$ cat src/rtl/tco_pkg.sv
package tco_pkg;
  typedef enum logic [0:0] {
    MODE_DUAL = 1'b0,
    MODE_PWM  = 1'b1
  } mode_e;

  typedef enum logic [1:0] {
    SEL_MODE = 2'd0,
    SEL_PRI  = 2'd1,
    SEL_SEC  = 2'd2,
    SEL_PER  = 2'd3
  } sel_e;
endpackage

$ cat src/rtl/tco_timer.sv
module tco_timer #(
  parameter int W = 16
) (
  input  logic         clk,
  input  logic         rst_n,
  input  logic         tmr_en,
  input  logic [W-1:0] period,
  output logic [W-1:0] cnt,
  output logic         wrap_evt,
  output logic         irq
);
  function automatic logic [W-1:0] step_count(input logic [W-1:0] c,
                                              input logic [W-1:0] p);
    return (c == p) ? '0 : c + W'(1);
  endfunction

  assign wrap_evt = tmr_en && (cnt == period);

  always_ff @(posedge clk) begin
    if (!rst_n) begin
      cnt <= '0;
      irq <= 1'b0;
    end else begin
      irq <= wrap_evt;
      if (tmr_en) cnt <= step_count(cnt, period);
    end
  end
endmodule

$ cat src/rtl/tco_regs.sv
module tco_regs
  import tco_pkg::*;
#(
  parameter int W = 16,
  parameter logic [W-1:0] RST_PERIOD = '1
) (
  input  logic         clk,
  input  logic         rst_n,
  input  logic         wr_en,
  input  logic [1:0]   wr_sel,
  input  logic [W-1:0] wr_data,
  input  logic         wrap_evt,
  output mode_e        mode,
  output logic [W-1:0] pri,
  output logic [W-1:0] sec,
  output logic [W-1:0] period,
  output logic [W-1:0] duty_act,
  output logic         duty_load
);
  assign duty_load = wrap_evt;

  always_ff @(posedge clk) begin
    if (!rst_n) begin
      mode     <= MODE_DUAL;
      pri      <= '0;
      sec      <= '0;
      period   <= RST_PERIOD;
      duty_act <= '0;
    end else begin
      if (wr_en) begin
        case (sel_e'(wr_sel))
          SEL_MODE: mode   <= mode_e'(wr_data[0]);
          SEL_PRI:  pri    <= wr_data;
          SEL_SEC:  sec    <= wr_data;
          SEL_PER:  period <= wr_data;
          default:  ;
        endcase
      end
      if (duty_load) duty_act <= sec;
    end
  end
endmodule

$ cat src/rtl/tco_outgen.sv
module tco_outgen
  import tco_pkg::*;
#(
  parameter int W = 16
) (
  input  logic         clk,
  input  logic         rst_n,
  input  logic         tmr_en,
  input  mode_e        mode,
  input  logic [W-1:0] cnt,
  input  logic [W-1:0] pri,
  input  logic [W-1:0] sec,
  input  logic [W-1:0] duty_act,
  output logic         set_evt,
  output logic         clr_evt,
  output logic         dual_state,
  output logic         cmp_out
);
  // Level-based duty compare: no edge event exists that could be skipped.
  function automatic logic duty_level(input logic [W-1:0] c,
                                      input logic [W-1:0] d);
    return c < d;
  endfunction

  assign set_evt = tmr_en && (cnt == pri);
  assign clr_evt = tmr_en && (cnt == sec);

  always_ff @(posedge clk) begin
    if (!rst_n)                 dual_state <= 1'b0;
    else if (mode == MODE_PWM)  dual_state <= 1'b0;
    else if (clr_evt)           dual_state <= 1'b0;
    else if (set_evt)           dual_state <= 1'b1;
  end

  assign cmp_out = (mode == MODE_PWM) ? duty_level(cnt, duty_act) : dual_state;
endmodule

$ cat src/rtl/tmr_compare_out.sv
module tmr_compare_out
  import tco_pkg::*;
#(
  parameter int W = 16,
  parameter logic [W-1:0] RST_PERIOD = '1
) (
  input  logic         clk,
  input  logic         rst_n,
  input  logic         tmr_en,
  input  logic         wr_en,
  input  logic [1:0]   wr_sel,
  input  logic [W-1:0] wr_data,
  output logic         cmp_out,
  output logic         period_irq
);
  mode_e        mode;
  logic [W-1:0] pri, sec, period_q, duty_act, cnt;
  logic         wrap_evt, duty_load, set_evt, clr_evt, dual_state;

  tco_regs #(.W(W), .RST_PERIOD(RST_PERIOD)) u_regs (
    .clk(clk), .rst_n(rst_n), .wr_en(wr_en), .wr_sel(wr_sel),
    .wr_data(wr_data), .wrap_evt(wrap_evt), .mode(mode), .pri(pri),
    .sec(sec), .period(period_q), .duty_act(duty_act), .duty_load(duty_load)
  );

  tco_timer #(.W(W)) u_timer (
    .clk(clk), .rst_n(rst_n), .tmr_en(tmr_en), .period(period_q),
    .cnt(cnt), .wrap_evt(wrap_evt), .irq(period_irq)
  );

  tco_outgen #(.W(W)) u_out (
    .clk(clk), .rst_n(rst_n), .tmr_en(tmr_en), .mode(mode), .cnt(cnt),
    .pri(pri), .sec(sec), .duty_act(duty_act), .set_evt(set_evt),
    .clr_evt(clr_evt), .dual_state(dual_state), .cmp_out(cmp_out)
  );
endmodule

$ cat config.mk
export PLATFORM = sky130hd
export DESIGN_NAME = tmr_compare_out
export DESIGN_NICKNAME = d
export VERILOG_FILES = /design/src/rtl/tco_pkg.sv /design/src/rtl/tco_timer.sv /design/src/rtl/tco_regs.sv /design/src/rtl/tco_outgen.sv /design/src/rtl/tmr_compare_out.sv
export SDC_FILE = /design/constraint.sdc
export NUM_CORES = 1
export LEC_CHECK = 0
export ABC_AREA = 0
export BUFFER_PORTS_ARGS = -buffer_cell sky130_fd_sc_hd__buf_4
export CELL_PAD_IN_SITES_DETAIL_PLACEMENT = 0
export CELL_PAD_IN_SITES_GLOBAL_PLACEMENT = 1
export CORE_MARGIN = 4
export CORE_UTILIZATION = 46
export DETAILED_ROUTE_END_ITERATION = 10
export HOLD_SLACK_MARGIN = 0.12
export PLACE_DENSITY = 0.89
export SLEW_MARGIN = 20
export SYNTH_ARGS = -nofsm -noshare
export SYNTH_HDL_FRONTEND = slang
export SYNTH_SLANG_ARGS = --single-unit
$ cat constraint.sdc
create_clock -name clk -period 2.1 [get_ports clk]
set_input_delay 0.525 -clock clk [delete_from_list [all_inputs] [get_ports clk]]
set_output_delay 0.525 -clock clk [all_outputs]
set_load 0.01 [all_outputs]
---- Word level (Yosys, flattened, before mapping) ----
Index checks and enable logic that the tools add are counted.
word-level totals
  register bits ........................... 83
  word-level logic and storage cells ...... 28
  input port bits ......................... 22
  output and inout bits ................... 2
operators by class
  add/sub/neg operators ................... 1
  bitwise logic cells ..................... 1
  equality and inequality tests ........... 6
  reductions and logical operators ........ 9
  order comparisons ....................... 1
  muxes and demuxes ....................... 2
operators by type and width
  operator                                       number
  == test 16 bit                                 3
  adder 16 x 1 -> 16 bit, second input constant  1
  less-than comparator 16 bit                    1
  2-to-1 mux 16 bit                              1
  AND reduction 2 bit                            4
  == test 2 bit, second input constant           2
  logical AND 1 bit                              3
  OR reduction 3 bit                             1
  == test 2 x 1 -> 1 bit, second input constant  1
  zero test 2 bit                                1
  2-to-1 mux 1 bit                               1
  inverter 1 bit                                 1

---- Longest topological paths before layout ----
Gate-level depths: netlist (run 1).
  depth in word-level cells ............... 3
  depth in mapped cells ................... 8

---- Cells and area by module ----
From an unflattened synthesis (run 1), not the netlist that was laid out.
second synthesis, totals
  cells, all modules ...................... 473
  area total of the unflattened synthesis .. 4388.0 um^2
modules (own cells, without submodules)
  module      area an instance (um^2)  seq. area each (um^2)  cells an instance  times used
  tco_regs    2578.7                   1301.2                 255                1
  tco_timer   1008.5                   340.3                  116                1
  tco_outgen  800.8                    20.0                   102                1

---- Worst setup path before layout (run 1) ----
OpenSTA, ideal clock, no wires.
  kind .................................... reg2out
  start point ............................. register u_regs.duty_act[13]
  end point ............................... output port cmp_out
  cell stages (with the launch flop) ...... 8
  data required time ...................... 1.575 ns
  arrival time ............................ 1.351 ns
  slack ................................... 0.224 ns
  cell sequence ........................... dfxtp_1 > inv_1 > ha_1 > a21o_1 > a21o_1 > a21oi_1 > o22ai_1 > a21oi_1
on the way
  word-level cells in the longest chain between the ends .. 2
ends and longest elaborated chain
  item                         RTL line               text
  from (decl)                  tco_regs.sv:17         output logic [W-1:0] duty_act,
  from (signal assigned)       tco_regs.sv:28         duty_act <= '0;
  from (signal assigned)       tco_regs.sv:39         if (duty_load) duty_act <= sec;
  less-than comparator 16 bit  tco_outgen.sv:22       return c < d;
  2-to-1 mux 1 bit             tco_outgen.sv:35       assign cmp_out = (mode == MODE_PWM) ? duty_level(cnt, duty_act) : dual_state;
  to (decl)                    tmr_compare_out.sv:13  output logic cmp_out,
Every way passes these cells.

---- Final worst setup path (run 1) ----
  start point ............................. register u_regs.duty_act[10]
  end point ............................... output port cmp_out
The elaborated chain is that of the path after synthesis.

==> results of run 1 <==
[cells by family (layout without fill, tap and decap cells)]
kind of cell | Yosys count | count (layout) | synth area share [%]
AND/OR/NAND/NOR | 204 | 204 | 22.8
flip-flops | 83 | 83 | 40.6
AO/OA/AOI/OAI | 82 | 82 | 11.0
XOR/XNOR | 63 | 63 | 13.5
buffers and inverters | 56 | 82 | 6.75
adder cells (fa/ha/maj) | 16 | 16 | 4.89
multiplexers | 2 | 2 | 0.489
[metrics by stage]
step	setup WS (ns)	power (mW)
2_1_floorplan	0.224	1.86
3_3_place_gp	0.0793	1.96
3_5_place_dp	0.0540	1.96
4_1_cts	-0.249	3.09
5_1_grt	-0.320	3.19
6_report	-0.247	3.08
[cell type report]
cell class	count	area, µm²
Multi-Input combinational cell	367	2250
Clock buffer	14	153
Inverter	17	63.8
Fill cell	855	3990
Tap cell	108	135
Sequential cell	83	1670
Timing Repair Buffer	49	380
Clock inverter	2	35.0
[flip-flops by register name (all words and copies together) (netlist names)]
register	cells
u_regs.duty_act	16
u_regs.period	16
u_regs.pri	16
u_regs.sec	16
u_timer.cnt	16
u_out.dual_state	1
u_regs.mode	1
u_timer.irq	1
[layout by cell type, fill, tap and decap left out, types with 3 or more instances in the layout]
| cell | instances |
|---|---|
| buf_4 | 48 |
| nor4_2 | 3 |
| a21oi_1 | 48 |
| xor2_1 | 31 |
| a21oi_2 | 5 |
| dfxtp_2 | 6 |
| nand4_1 | 12 |
| o21ai_0 | 16 |
| dfxtp_1 | 77 |
| ha_1 | 11 |
| clkbuf_8 | 10 |
| clkbuf_1 | 4 |
| a21o_1 | 8 |
| and3_1 | 3 |
| nand3_1 | 41 |
| nor2_1 | 20 |
| inv_1 | 14 |
| nor4_1 | 4 |
| xnor2_1 | 32 |
| nor2_2 | 3 |
| ha_4 | 5 |
| nand2_1 | 104 |
[what timing repair did]
action                                 4_1_cts  5_1_grt
gates resized for setup                     17        5
buffers inserted                             1        1
setup endpoints to repair                    1        3
pin swaps                                   10        3
endpoints found under the hold margin        0        0
[per-layer routing]
metal  track usage (%)  wire length (µm)  vias to the layer above
li1                  -                 -                     1713
met1              28.9              4810                     1577
met2              33.3              4850                       76
met3              2.59               470                       13
met4              8.07               147                        0
met5                 0                 0                        -
[critical path: stages (launching register included)]
cell     delay (ns)
dfxtp_2        0.33
inv_1          0.04
ha_1           0.28
nand2_2        0.06
a21o_1         0.15
a211o_1        0.29
nor2_2         0.11
a21oi_2        0.06
buf_4          0.14
[report_power, final]
part           leakage, nW  internal (mW)  switching, mW
clock               0.0947          0.583          0.559
sequential           0.677           1.62         0.0339
combinational         1.02          0.124          0.161
[worst paths after layout]
check | startpoint | endpoint | depth (start not counted)
hold reg to reg | u_regs.pri[3] | u_regs.pri[3] | 2
hold / removal | wr_data[13] | u_regs.period[13] | 3
setup / recovery | u_regs.duty_act[10] | cmp_out | 8
setup reg to reg | u_timer.cnt[4] | u_regs.duty_act[4] | 7
==> flow_summary.yaml, run 1 <==
global_routing:
  overflow: 0
  grt_pass1_wl_um: 16600
  track_usage_pct: 20.9
  grt_start_max_net_pins: 36
  grt_pass1_vias: 3260
  antenna_found_initial: 0
sta:
  hold_violations: 0
  fin_crit_ns: 2.35
  slew_violations: 0
  relSlewSlack_pct: 55.6
  skew_ns: 0.00969
  fin_crit_sh_pct: 112
  hold_ws_ns: 0.390
  max_freq_mhz: 426
  timing.setup.tns_ns: -0.247
  fin_ws_ns: -0.247
  rsz0062_at_grt: "yes"
  worstMarginPinSlew_ns: 0.664
  setup_viol: 1
cts:
  insertion_delay_ns: 0.36
  root_buffer: "clkbuf_8"
  hold_buffers: 0
  numCtsBuffers: 9
  clock-sinks: 83
  clk_pin_slew_worst_paths_ns: 0.08
  cts_tree: "yes"
  cts_buffer_depth: 2
  h-tree-depth: 3
cells_and_area:
  instances_no_fill: 640
  final_core_util_pct: 54.0
  layout-drive-gt1-share_pct: 17.3
  antennaDiodeCount: 0
  synthToLayoutAreaGrowth_pct: 14.5
  design.final.nets: 565
  post-route-cell-area_mm2: 0.00469
floorplanning:
  die_area_mm2: 0.0105
  row_count: 34
  io_pins: 24
  start_util_pct: 47.2
  die_x_um: 102
  core_mm2: 0.00868
  die_y_um: 102
placed_design:
  post-dp-hpwl_um: 7510
  place_area_mm2: 0.00437
  numPortBuffers: 23
  gp_congestion: 0.903
  placedCellCount: 622
drt:
  wirelength_um: 10300
  wire_per_inst_um: 16.1
  drt_iter0_drc: 176
  via_per_inst: 5.28
  final_antenna_net_count: 0
  drc_errors: 0
  vias: 3379
  drtPass1Iterations: 4
worst_setup_path:
  cp.required_ns: 1.57
  startpoint_type: "flip-flop"
  end_kind: "output port"
  regToRegSetupSlack_ns: 0.16
  worstPathMaxFanout: 2
  cp.arrival_ns: 1.82
  critPathKind: "reg2out"
synthesis:
  synth_warnings: 0
  synth_top_area_share_pct: 40.6
  ys_seq_area_share_pct: 40.6
  syn_inst: 506
  syn_area_per_cell_um2: 8.09
  synth-seq-cells: 83
  synthArstFlopShare_pct: 0
  synth_edf_count: 0
  synth_top_cell_by_area: "dfxtp_1"
  ys_top_cells_by_area: "dfxtp_1 41%, nand2_1 9.7%, xnor2_1 6.8%, xor2_1 6.6%, a21oi_1 6.5%"
  synth_nets: 544
  yosys.cell_count.top_type: "nand2_1"
  syn_area_mm2: 0.00409
  ys_types: 36
  ys.flop_type: "dfxtp_1"
  synth_common_cells: "106 x nand2_1, 83 x dfxtp_1, 53 x a21oi_1"
worst_hold_path:
  hp-class: "in2reg"
power:
  powerDensity_mw_per_mm2: 656
  leakage_nw: 1.79
  vdd_ir_drop_max_uv: 404
run_status:
  violations: "negative setup slack"
  status: "complete, but fails checks"
run:
  maxCapViolations: 0
No activity file was read; power rests on OpenSTA's default activity.
==> run 2, diff against run 1 <==
==> constraint.sdc (replaced) <==
create_clock -name clk -period 2.1 [get_ports clk]
set_input_delay 0.21 -clock clk [delete_from_list [all_inputs] [get_ports clk]]
set_output_delay 0.21 -clock clk [all_outputs]
set_load 0.01 [all_outputs]
==> flow_summary.yaml, run 2 (synthesis results as in run 1) <==
global_routing:
  grt_pass1_vias: 3311
  grt_pass1_wl_um: 17100
  grt_start_max_net_pins: 29
  track_usage_pct: 21.5
  antenna_found_initial: 0
  overflow: 0
worst_hold_path:
  hold_path_depth: 2
  whs_endpoint: "u_regs.period[0]"
  min-delay-start: "rst_n"
  hp-class: "in2reg"
power:
  vdd_ir_drop_max_uv: 337
  powerDensity_mw_per_mm2: 645
  leakage_nw: 1.86
cts:
  cts_tree: "yes"
  h-tree-depth: 3
  root_buffer: "clkbuf_8"
  cts_buffer_depth: 2
  clk_pin_slew_worst_paths_ns: 0.08
  numCtsBuffers: 9
  clock-sinks: 83
  insertion_delay_ns: 0.35
sta:
  worstMarginPinSlew_ns: 0.668
  setup_viol: 0
  timing.setup.tns_ns: 0
  rsz0062_at_grt: "yes"
  slew_violations: 0
  fin_crit_sh_pct: 98.2
  fin_crit_ns: 2.06
  hold_violations: 0
  relSlewSlack_pct: 55.5
  skew_ns: 0.00517
  max_freq_mhz: 485
cells_and_area:
  layout-drive-gt1-share_pct: 18.6
  antennaDiodeCount: 0
  final_core_util_pct: 56.4
  mostFrequentLayoutCells: "105 x nand2_1, 67 x dfxtp_1, 48 x a21oi_1, 48 x buf_4, 41 x nand3_1"
  synthToLayoutAreaGrowth_pct: 19.5
  final_common_cell: "nand2_1"
  design.final.nets: 580
worst_setup_path:
  startpoint_type: "flip-flop"
  end_kind: "output port"
  slowest_stage: "dfxtp_4"
  worstPathMaxFanout: 6
  cp.arrival_ns: 1.85
  critPathKind: "reg2out"
  cp.required_ns: 1.89
  worst-r2r-cell-count: 6
  worstReg2RegEnd: "u_timer.cnt[15]"
  path_cells: "ha_1, nand2_1, a21o_1, a211o_1, nor2_1, a21oi_2, buf_4"
  cpPeakStageDelay_ns: 0.37
  r2r_start: "u_timer.cnt[11]"
  regToRegSetupSlack_ns: 0.18
drt:
  drc_errors: 0
  drt_iter0_drc: 245
  vias: 3572
  wirelength_um: 10700
  wire_per_inst_um: 16.3
  final_antenna_net_count: 0
  drtPass1Iterations: 5
  via_per_inst: 5.45
placed_design:
  gp_congestion: 0.829
  numPortBuffers: 23
  post-dp-hpwl_um: 7740
floorplanning:
  die_x_um: 102
  die_y_um: 102
  die_area_mm2: 0.0105
  start_util_pct: 47.2
  row_count: 34
  core_mm2: 0.00868
  io_pins: 24
run:
  maxCapViolations: 0
run_status:
  status: "finished clean"
==> run 2: cell count changes in the layout (fill, tap and decap cells not counted), moves of 2 or more <==
cell           delta
clkbuf_8          +2
dfxtp_1          -10
dfxtp_2           +5
dfxtp_4           +5
dlygate4sd3_1    +16
ha_1              -2
ha_4              +2
==> run 2: per-stage QoR <==
step	hold WS (ns)	worst slack, ns	total power, mW	instance area (µm²)	cells
finish	0.192	0.0372	3.15	4890	655
global route	0.167	-0.0194	3.29	4890	655
CTS	0.163	0.000396	3.18	4770	651
detailed placement	0.441	0.245	1.97	4350	619
global placement	0.440	0.316	1.96	4350	619
floorplan	0.334	0.428	1.86	4090	506
==> run 2: area by class of cell <==
class | count | area [µm²]
fill | 836 | 3790
clock inverter | 1 | 30.0
inverter | 17 | 63.8
timing repair buffer | 64 | 520
tap | 108 | 135
clock buffer | 15 | 176
sequential | 83 | 1690
multi-input combinational | 367 | 2270
==> run 2: routing by layer <==
layer	GRT usage (%)	part of all wire (%)	wire length (µm)	vias to the layer above
met4	9.18	2.1	222	0
met1	30.6	46	4940	1693
met5	0	0	0	-
met3	3.28	6.7	719	22
met2	32.3	45	4820	116
li1	-	-	-	1741
==> run 2: report_power, final <==
group / leakage [nW] / total (mW) / switching (mW) / internal, mW
logic: 1.08 / 0.307 / 0.167 / 0.140
registers: 0.684 / 1.65 / 0.0410 / 1.61
clock network: 0.104 / 1.20 / 0.546 / 0.650
total: 1.86 / 3.15 / 0.754 / 2.40
==> run 2: critical path, delay by kind of cell, from the launching register on <==
kind	cells	cell delay, ns
compound gates	3	0.53
fa+ha+maj	1	0.28
buf+inv	1	0.14
flops	1	0.37
simple gates	2	0.20
==> run 2: worst max-delay path by stage <==
stage	start	to	slack, ns	cells past startpoint
final	u_timer.cnt[10]	cmp_out	0.04	7
after global routing	u_regs.duty_act[12]	cmp_out	-0.02	8
after CTS	u_regs.duty_act[9]	cmp_out	0.0004	8
after detailed placement	u_timer.cnt[11]	u_timer.cnt[15]	0.24	5
after global placement	u_timer.cnt[10]	cmp_out	0.32	7
after floorplan	u_timer.cnt[1]	u_timer.cnt[6]	0.43	7
==> run 2: timing repair <==
item	4_1_cts	5_1_grt
hold endpoints to repair	44	0
buffers inserted	1	5
hold buffers	16	0
resized for setup	19	18
endpoints found under the setup margin	1	1
pin swaps	5	8
